==> config.mk <==
export PLATFORM = sky130hd
export DESIGN_NAME = dma2ch_engine
export DESIGN_NICKNAME = d
export VERILOG_FILES = /design/src/rtl/dma2_pkg.sv /design/src/rtl/dma2_chan.sv /design/src/rtl/dma2_prio_arb.sv /design/src/rtl/dma2_xfer.sv /design/src/rtl/dma2ch_engine.sv
export SDC_FILE = /design/constraint.sdc
export NUM_CORES = 1
export LEC_CHECK = 0
export BUFFER_PORTS_ARGS = -buffer_cell sky130_fd_sc_hd__buf_2
export CAP_MARGIN = 20
export CORE_ASPECT_RATIO = 0.7
export CORE_MARGIN = 8
export CORE_UTILIZATION = 33
export DETAILED_ROUTE_END_ITERATION = 7
export PLACE_DENSITY = 0.56
export SETUP_SLACK_MARGIN = 0.15
export SKIP_LAST_GASP = 1
export SLEW_MARGIN = 20
export SYNTH_ARGS = -nofsm -noshare
export SYNTH_HDL_FRONTEND = slang
export SYNTH_SLANG_ARGS = --single-unit
==> constraint.sdc <==
create_clock -name clk -period 3.04 [get_ports clk]
set_input_delay 0.608 -clock clk [delete_from_list [all_inputs] [get_ports clk]]
set_output_delay 0.608 -clock clk [all_outputs]
set_load 0.005 [all_outputs]
==> src/rtl/dma2_pkg.sv <==
package dma2_pkg;

   localparam int TRIG_SEL_W = 4;

   localparam logic [2:0] SEL_MODE = 3'd0;
   localparam logic [2:0] SEL_RAM  = 3'd1;
   localparam logic [2:0] SEL_PER  = 3'd2;
   localparam logic [2:0] SEL_CNT  = 3'd3;
   localparam logic [2:0] SEL_CTRL = 3'd4;

   typedef enum logic [1:0] {
      XF_IDLE  = 2'd0,
      XF_READ  = 2'd1,
      XF_WRITE = 2'd2
   } xfer_state_e;

   typedef struct packed {
      logic [TRIG_SEL_W-1:0] trig_sel;
      logic                  to_per;
      logic                  wide;
   } mode_t;

   localparam int MODE_W = $bits(mode_t);

endpackage

==> src/rtl/dma2_chan.sv <==
module dma2_chan
   import dma2_pkg::*;
#(
   parameter int ADDR_W  = 16,
   parameter int CNT_W   = 10,
   parameter int NUM_SRC = 16,
   parameter int DATA_W  = 16
) (
   input  logic              clk,
   input  logic              rst_n,
   input  logic              wr_en,
   input  logic [2:0]        wr_sel,
   input  logic [DATA_W-1:0] wr_data,
   input  logic [NUM_SRC-1:0] trig_in,
   input  logic              grant,
   input  logic              commit,
   output logic              enable,
   output logic              live,
   output logic              pending,
   output mode_t             mode,
   output logic [ADDR_W-1:0] ram_addr,
   output logic [ADDR_W-1:0] per_addr,
   output logic [ADDR_W-1:0] ram_eff,
   output logic [ADDR_W-1:0] per_eff,
   output logic [CNT_W-1:0]  count,
   output logic              done_pulse
);

   localparam int SRC_PAD = 1 << TRIG_SEL_W;

   logic [SRC_PAD-1:0] trig_pad;
   logic               ctrl_wr;
   logic               stop_req;
   logic               kick;
   logic               cfg_open;
   logic               trig_hit;
   logic               last_unit;
   logic               finish;
   logic [ADDR_W-1:0]  step;

   assign trig_pad  = SRC_PAD'(trig_in);
   assign ctrl_wr   = wr_en && (wr_sel == SEL_CTRL);
   assign stop_req  = ctrl_wr && !wr_data[0];
   assign kick      = ctrl_wr && wr_data[0] && wr_data[1];
   assign live      = enable && !stop_req;
   assign cfg_open  = wr_en && !enable;
   assign trig_hit  = trig_pad[mode.trig_sel];
   assign last_unit = (count == '0);
   assign finish    = commit && live && last_unit;

   // word units always address an even location on both sides
   assign ram_eff = mode.wide ? {ram_addr[ADDR_W-1:1], 1'b0} : ram_addr;
   assign per_eff = mode.wide ? {per_addr[ADDR_W-1:1], 1'b0} : per_addr;
   assign step    = mode.wide ? ADDR_W'(2) : ADDR_W'(1);

   always_ff @(posedge clk) begin
      if (!rst_n) begin
         enable     <= 1'b0;
         pending    <= 1'b0;
         mode       <= '0;
         ram_addr   <= '0;
         per_addr   <= '0;
         count      <= '0;
         done_pulse <= 1'b0;
      end else begin
         done_pulse <= 1'b0;
         if (wr_en && (wr_sel == SEL_MODE)) mode <= mode_t'(wr_data[MODE_W-1:0]);
         if (cfg_open && (wr_sel == SEL_RAM)) ram_addr <= wr_data[ADDR_W-1:0];
         if (cfg_open && (wr_sel == SEL_PER)) per_addr <= wr_data[ADDR_W-1:0];
         if (cfg_open && (wr_sel == SEL_CNT)) count <= wr_data[CNT_W-1:0];
         if (ctrl_wr) enable <= wr_data[0];
         if (commit && live) begin
            ram_addr <= ram_eff + step;
            if (last_unit) begin
               enable     <= 1'b0;
               done_pulse <= 1'b1;
            end else begin
               count <= count - 1'b1;
            end
         end
         if (stop_req || finish) pending <= 1'b0;
         else pending <= (pending && !grant) || (enable && trig_hit) || kick;
      end
   end

endmodule

==> src/rtl/dma2_prio_arb.sv <==
module dma2_prio_arb #(
   parameter int N  = 2,
   parameter int IW = (N > 1) ? $clog2(N) : 1
) (
   input  logic [N-1:0]  req,
   output logic          any,
   output logic [IW-1:0] idx
);

   // scanning downward lets the lowest requesting index win
   always_comb begin
      any = 1'b0;
      idx = '0;
      for (int i = N - 1; i >= 0; i--) begin
         if (req[i]) begin
            any = 1'b1;
            idx = IW'(i);
         end
      end
   end

endmodule

==> src/rtl/dma2_xfer.sv <==
module dma2_xfer
   import dma2_pkg::*;
#(
   parameter int ADDR_W = 16,
   parameter int DATA_W = 16,
   parameter int IW     = 1
) (
   input  logic              clk,
   input  logic              rst_n,
   input  logic              req_any,
   input  logic [IW-1:0]     req_idx,
   output logic              grant,
   output logic [IW-1:0]     act_idx,
   input  logic              live,
   input  logic              wide,
   input  logic              to_per,
   input  logic [ADDR_W-1:0] ram_eff,
   input  logic [ADDR_W-1:0] per_eff,
   output logic [ADDR_W-1:0] bus_addr,
   output logic              bus_rd,
   output logic              bus_wr,
   output logic [1:0]        bus_be,
   output logic [DATA_W-1:0] bus_wdata,
   input  logic [DATA_W-1:0] bus_rdata,
   output logic              unit_done
);

   localparam int BYTE_W = DATA_W / 2;

   xfer_state_e       state_q;
   logic [DATA_W-1:0] data_q;
   logic [ADDR_W-1:0] src_addr;
   logic [ADDR_W-1:0] dst_addr;
   logic [BYTE_W-1:0] byte_in;

   function automatic logic [1:0] lanes(input logic a0, input logic w);
      return w ? 2'b11 : (a0 ? 2'b10 : 2'b01);
   endfunction

   assign src_addr  = to_per ? ram_eff : per_eff;
   assign dst_addr  = to_per ? per_eff : ram_eff;
   assign byte_in   = src_addr[0] ? bus_rdata[DATA_W-1:BYTE_W] : bus_rdata[BYTE_W-1:0];
   assign grant     = (state_q == XF_IDLE) && req_any;
   assign unit_done = (state_q == XF_WRITE) && live;

   always_comb begin
      bus_addr  = '0;
      bus_rd    = 1'b0;
      bus_wr    = 1'b0;
      bus_be    = 2'b00;
      bus_wdata = '0;
      case (state_q)
         XF_READ: begin
            bus_addr = src_addr;
            bus_rd   = 1'b1;
            bus_be   = lanes(src_addr[0], wide);
         end
         XF_WRITE: begin
            if (live) begin
               bus_addr  = dst_addr;
               bus_wr    = 1'b1;
               bus_be    = lanes(dst_addr[0], wide);
               bus_wdata = data_q;
            end
         end
         default: ;
      endcase
   end

   always_ff @(posedge clk) begin
      if (!rst_n) begin
         state_q <= XF_IDLE;
         act_idx <= '0;
         data_q  <= '0;
      end else begin
         case (state_q)
            XF_IDLE: begin
               if (req_any) begin
                  act_idx <= req_idx;
                  state_q <= XF_READ;
               end
            end
            XF_READ: begin
               data_q  <= wide ? bus_rdata : {2{byte_in}};
               state_q <= live ? XF_WRITE : XF_IDLE;
            end
            default: state_q <= XF_IDLE;
         endcase
      end
   end

endmodule

==> src/rtl/dma2ch_engine.sv <==
module dma2ch_engine
   import dma2_pkg::*;
#(
   parameter int NUM_CH  = 2,
   parameter int ADDR_W  = 16,
   parameter int CNT_W   = 10,
   parameter int NUM_SRC = 16,
   parameter int DATA_W  = 16,
   parameter int CH_W    = (NUM_CH > 1) ? $clog2(NUM_CH) : 1
) (
   input  logic               clk,
   input  logic               rst_n,
   input  logic               cfg_we,
   input  logic [CH_W-1:0]    cfg_ch,
   input  logic [2:0]         cfg_sel,
   input  logic [DATA_W-1:0]  cfg_wdata,
   output logic [DATA_W-1:0]  cfg_rdata,
   input  logic [NUM_SRC-1:0] trig_in,
   output logic [ADDR_W-1:0]  bus_addr,
   output logic               bus_rd,
   output logic               bus_wr,
   output logic [1:0]         bus_be,
   output logic [DATA_W-1:0]  bus_wdata,
   input  logic [DATA_W-1:0]  bus_rdata,
   output logic [NUM_CH-1:0]  done_irq
);

   localparam int MAX_SRC = 1 << TRIG_SEL_W;

   if (NUM_SRC < 1 || NUM_SRC > MAX_SRC) begin : g_bad_src
      $error("NUM_SRC must lie between 1 and %0d", MAX_SRC);
   end
   if (DATA_W != 16) begin : g_bad_data
      $error("DATA_W must be 16");
   end
   if (ADDR_W < 2 || ADDR_W > DATA_W) begin : g_bad_addr
      $error("ADDR_W must lie between 2 and DATA_W");
   end
   if (CNT_W < 1 || CNT_W > DATA_W) begin : g_bad_cnt
      $error("CNT_W must lie between 1 and DATA_W");
   end
   if (NUM_CH < 1 || NUM_CH > (1 << CH_W)) begin : g_bad_ch
      $error("NUM_CH does not fit CH_W");
   end

   logic [NUM_CH-1:0] ch_en;
   logic [NUM_CH-1:0] ch_live;
   logic [NUM_CH-1:0] ch_pend;
   logic [NUM_CH-1:0] ch_commit;
   logic [NUM_CH-1:0] ch_grant;
   mode_t             ch_mode    [NUM_CH];
   logic [ADDR_W-1:0] ch_ram     [NUM_CH];
   logic [ADDR_W-1:0] ch_per     [NUM_CH];
   logic [ADDR_W-1:0] ch_ram_eff [NUM_CH];
   logic [ADDR_W-1:0] ch_per_eff [NUM_CH];
   logic [CNT_W-1:0]  ch_cnt     [NUM_CH];

   logic            arb_any;
   logic [CH_W-1:0] arb_idx;
   logic            grant;
   logic [CH_W-1:0] act_idx;
   logic            unit_done;

   for (genvar g = 0; g < NUM_CH; g++) begin : g_chan
      assign ch_grant[g]  = grant && (arb_idx == CH_W'(g));
      assign ch_commit[g] = unit_done && (act_idx == CH_W'(g));

      dma2_chan #(
         .ADDR_W (ADDR_W),
         .CNT_W  (CNT_W),
         .NUM_SRC(NUM_SRC),
         .DATA_W (DATA_W)
      ) u_chan (
         .clk       (clk),
         .rst_n     (rst_n),
         .wr_en     (cfg_we && (cfg_ch == CH_W'(g))),
         .wr_sel    (cfg_sel),
         .wr_data   (cfg_wdata),
         .trig_in   (trig_in),
         .grant     (ch_grant[g]),
         .commit    (ch_commit[g]),
         .enable    (ch_en[g]),
         .live      (ch_live[g]),
         .pending   (ch_pend[g]),
         .mode      (ch_mode[g]),
         .ram_addr  (ch_ram[g]),
         .per_addr  (ch_per[g]),
         .ram_eff   (ch_ram_eff[g]),
         .per_eff   (ch_per_eff[g]),
         .count     (ch_cnt[g]),
         .done_pulse(done_irq[g])
      );
   end

   dma2_prio_arb #(
      .N (NUM_CH),
      .IW(CH_W)
   ) u_arb (
      .req(ch_pend),
      .any(arb_any),
      .idx(arb_idx)
   );

   dma2_xfer #(
      .ADDR_W(ADDR_W),
      .DATA_W(DATA_W),
      .IW    (CH_W)
   ) u_xfer (
      .clk      (clk),
      .rst_n    (rst_n),
      .req_any  (arb_any),
      .req_idx  (arb_idx),
      .grant    (grant),
      .act_idx  (act_idx),
      .live     (ch_live[act_idx]),
      .wide     (ch_mode[act_idx].wide),
      .to_per   (ch_mode[act_idx].to_per),
      .ram_eff  (ch_ram_eff[act_idx]),
      .per_eff  (ch_per_eff[act_idx]),
      .bus_addr (bus_addr),
      .bus_rd   (bus_rd),
      .bus_wr   (bus_wr),
      .bus_be   (bus_be),
      .bus_wdata(bus_wdata),
      .bus_rdata(bus_rdata),
      .unit_done(unit_done)
   );

   always_comb begin
      case (cfg_sel)
         SEL_MODE: cfg_rdata = DATA_W'(ch_mode[cfg_ch]);
         SEL_RAM:  cfg_rdata = DATA_W'(ch_ram[cfg_ch]);
         SEL_PER:  cfg_rdata = DATA_W'(ch_per[cfg_ch]);
         SEL_CNT:  cfg_rdata = DATA_W'(ch_cnt[cfg_ch]);
         SEL_CTRL: cfg_rdata = DATA_W'({ch_pend[cfg_ch], ch_en[cfg_ch]});
         default:  cfg_rdata = '0;
      endcase
   end

endmodule

==> results_dict.tcl <==
set metrics [dict create \
    status "completed" \
    avgViaCountPerCell 5.98 \
    gr-usage-all-layers_pct 20.8 \
    arrival_ns 2.34 \
    crit_fanout 4 \
    grt_max_degree 34 \
    grt_overflow 0 \
    endpoint_kind "output port" \
    holdBufCountCts 0 \
    met1_length_um 14800 \
    layout-drive-gt1-share_pct 29.0 \
    maxSlewViolCount 0 \
    hold_viol_final 0 \
    place_ws_ns 0.111 \
    vias 8311 \
    fin_tns_setup_ns 0 \
    crit_family "multiplexers" \
    yosys.cell_types.count 80 \
    max_freq_mhz 339 \
    synthCells 941 \
    wirelength_um 32600 \
    crit_path_cell_trace "mux2i_4 -> buf_12 -> buf_12 -> buf_6 -> mux4_2 -> a22oi_2 -> nor2b_1 -> buf_2" \
    power_density_mw_per_mm2 394 \
    grt_pass1_vias 7722 \
    drt-initial-drc-count 817 \
    path_buf_inv 4 \
    core_area_mm2 0.0246 \
    wl_met2_um 13700 \
    synth_area_mm2 0.00825 \
    slew_headroom_pct 48.3 \
    firstDrtPassIters 5 \
    syn2layout_area_growth_pct 24.5 \
    hp-class "input port to flip-flop" \
    wl_per_cell_um 23.4 \
    synth_seq_cells 121 \
    synth.most_common_cell "dfxtp_1" \
    cts_buffer_depth 2 \
    row_count 48 \
    synth_nets 1005 \
    critPathMaxStageDelay_ns 0.49 \
    fin_nets 1118 \
    cts-root-buf "clkbuf_16" \
    synth_top_area_share_pct 29.4 \
    clkSinkCount 121 \
    drc 0 \
    period_share_pct 96.9 \
    cts.clk_slew.worst_paths_ns 0.06 \
    cp-start-kind "flip-flop" \
    r2r_start "g_chan[1].u_chan.mode[0]$_SDFFE_PN0P_" \
    tritoncts "built" \
    ys.flop_type "dfxtp_1" \
    num_io_pins 109 \
    cts_htree_levels 4 \
    synth_enable_flop_cells 0 \
    hp-start "cfg_wdata[0]" \
    ant_nets 0 \
    setup_ws_ns 0.0936 \
    die_area_mm2 0.0304 \
    fin_util_pct 41.7 \
    cp.required_ns 2.43 \
    cts-buffers-inserted 17 \
    setup_viol 0 \
    dr.max_layer_used "met4" \
    fillers 2454 \
    yosys_warnings 0 \
    vdd_drop_max_uv 420 \
    antenna_found_initial 0 \
    power_mw 4.05 \
    grt_pass1_wl_um 48500 \
    crit_path_frequent_cell "buf_12" \
    worstSetupStartpoint "u_xfer.act_idx$_SDFFE_PN0P_" \
    finalClockSkew_ns 0.0118 \
    min_period_ns 2.95 \
    async_reset_ff_share_pct 0 \
    worstSetupPathType "flip-flop to output port" \
    gp_congestion 0.902 \
    syn_area_per_cell_um2 8.77 \
    die_x_um 205 \
    worstMarginPinSlew_ns 0.776 \
    synth_area_leaders "dfxtp_1 29%, mux4_2 12%, mux2i_1 6.4%" \
    synth.largest_area_cell "dfxtp_1" \
    portBuffers 108 \
    ys_seq_area_share_pct 29.4 \
    hpwl_um 22800 \
    rsz0062_at_grt "yes" \
    yosys-top-cells-count "121 x dfxtp_1, 82 x nor2_1, 71 x nand2_1" \
    wl_met3_um 3280 \
    maxCapViolations 0 \
    insertion_delay_ns 0.43 \
    fin_hold_ws_ns 0.465 \
    p_leak_nw 3.88 \
    critPathSlowestCell "mux4_2" \
    initial_core_util_pct 33.5 \
    die_h_um 148 \
]
through the flow:
stage               instances  area (µm²)
finish                   1390       10300
global route             1389       10300
CTS                      1386       10200
detailed placement       1339        9290
global placement         1339        9290
floorplan                 941        8250
tightest hold or removal path: stages:
cell and delay, ns:
buf_2 0.12, nand3_1 0.06, a21oi_1 0.05
layer usage:
layer / global-route usage, % / up-vias
met5: 0 / -
met4: 6.10 / 0
met3: 6.43 / 48
met2: 29.9 / 411
met1: 29.3 / 4075
li1: - / 3777
final cells by class:
class / instances / area (µm²) / area share, %
Antenna cell: 1 / 2.50 / 0.0244
Multi-Input combinational cell: 705 / 5450 / 53.1
Clock buffer: 27 / 523 / 5.09
Timing Repair inverter: 1 / 5.00 / 0.0487
Inverter: 26 / 113 / 1.10
Tap cell: 325 / 407 / 3.96
Sequential cell: 121 / 2430 / 23.6
Timing Repair Buffer: 182 / 1310 / 12.8
Clock inverter: 2 / 35.0 / 0.341
cells by family after synthesis:
kind of cell	Yosys count	share of synthesized area, %
adders and majority gates	9	1.55
xor gates and xnor gates	4	0.425
muxes	118	21.6
buffers and inverters	115	5.98
and+or+nand+nor	325	20.2
DFF	121	29.4
AOI/OAI and AO/OA	249	20.9
flip-flops by register name, indices dropped and copies added (netlist names):
signal	count
g_chan.u_chan.done_pulse	2
u_xfer.data_q	16
g_chan.u_chan.per_addr	32
g_chan.u_chan.pending	2
g_chan.u_chan.count	20
g_chan.u_chan.enable	2
g_chan.u_chan.ram_addr	32
u_xfer.act_idx	1
g_chan.u_chan.mode	12
u_xfer.state_q	2
cells in the final DEF, fill, tap and decap left out, types with 26 or more instances in the layout:
master / n
nor2_1: 81
and2_1: 26
buf_2: 108
buf_4: 56
mux2i_1: 52
dfxtp_1: 120
nand2_1: 71
mux4_2: 44
a21oi_1: 66
o21ai_0: 34
nand3_1: 31
what timing repair did:
| action | 4_1_cts | 5_1_grt |
|---|---|---|
| setup buffers | 16 | 2 |
| gates resized for setup | 25 | 6 |
| hold endpoints to repair | 0 | 0 |
| cloned | 2 | 1 |
| endpoints found under the setup margin | 35 | 35 |
| pin swaps | 2 | 5 |
report_power, final:
group | internal [mW] | switching (mW) | leakage [nW]
combinational | 0.170 | 0.260 | 2.62
clock | 1.24 | 0.742 | 0.275
sequential | 1.61 | 0.0304 | 0.977
final timing paths:
check,end,slack [ns],cells after the start
setup / recovery,bus_addr[6],0.09,8
hold / removal,g_chan[1].u_chan.enable$_SDFF_PN0_,0.47,3
setup reg to reg,g_chan[1].u_chan.ram_addr[10]$_SDFFE_PN0P_,0.41,8
hold reg to reg,u_xfer.state_q[1]$_SDFFE_PN0P_,0.49,2
No activity file was read; power rests on OpenSTA's default activity.
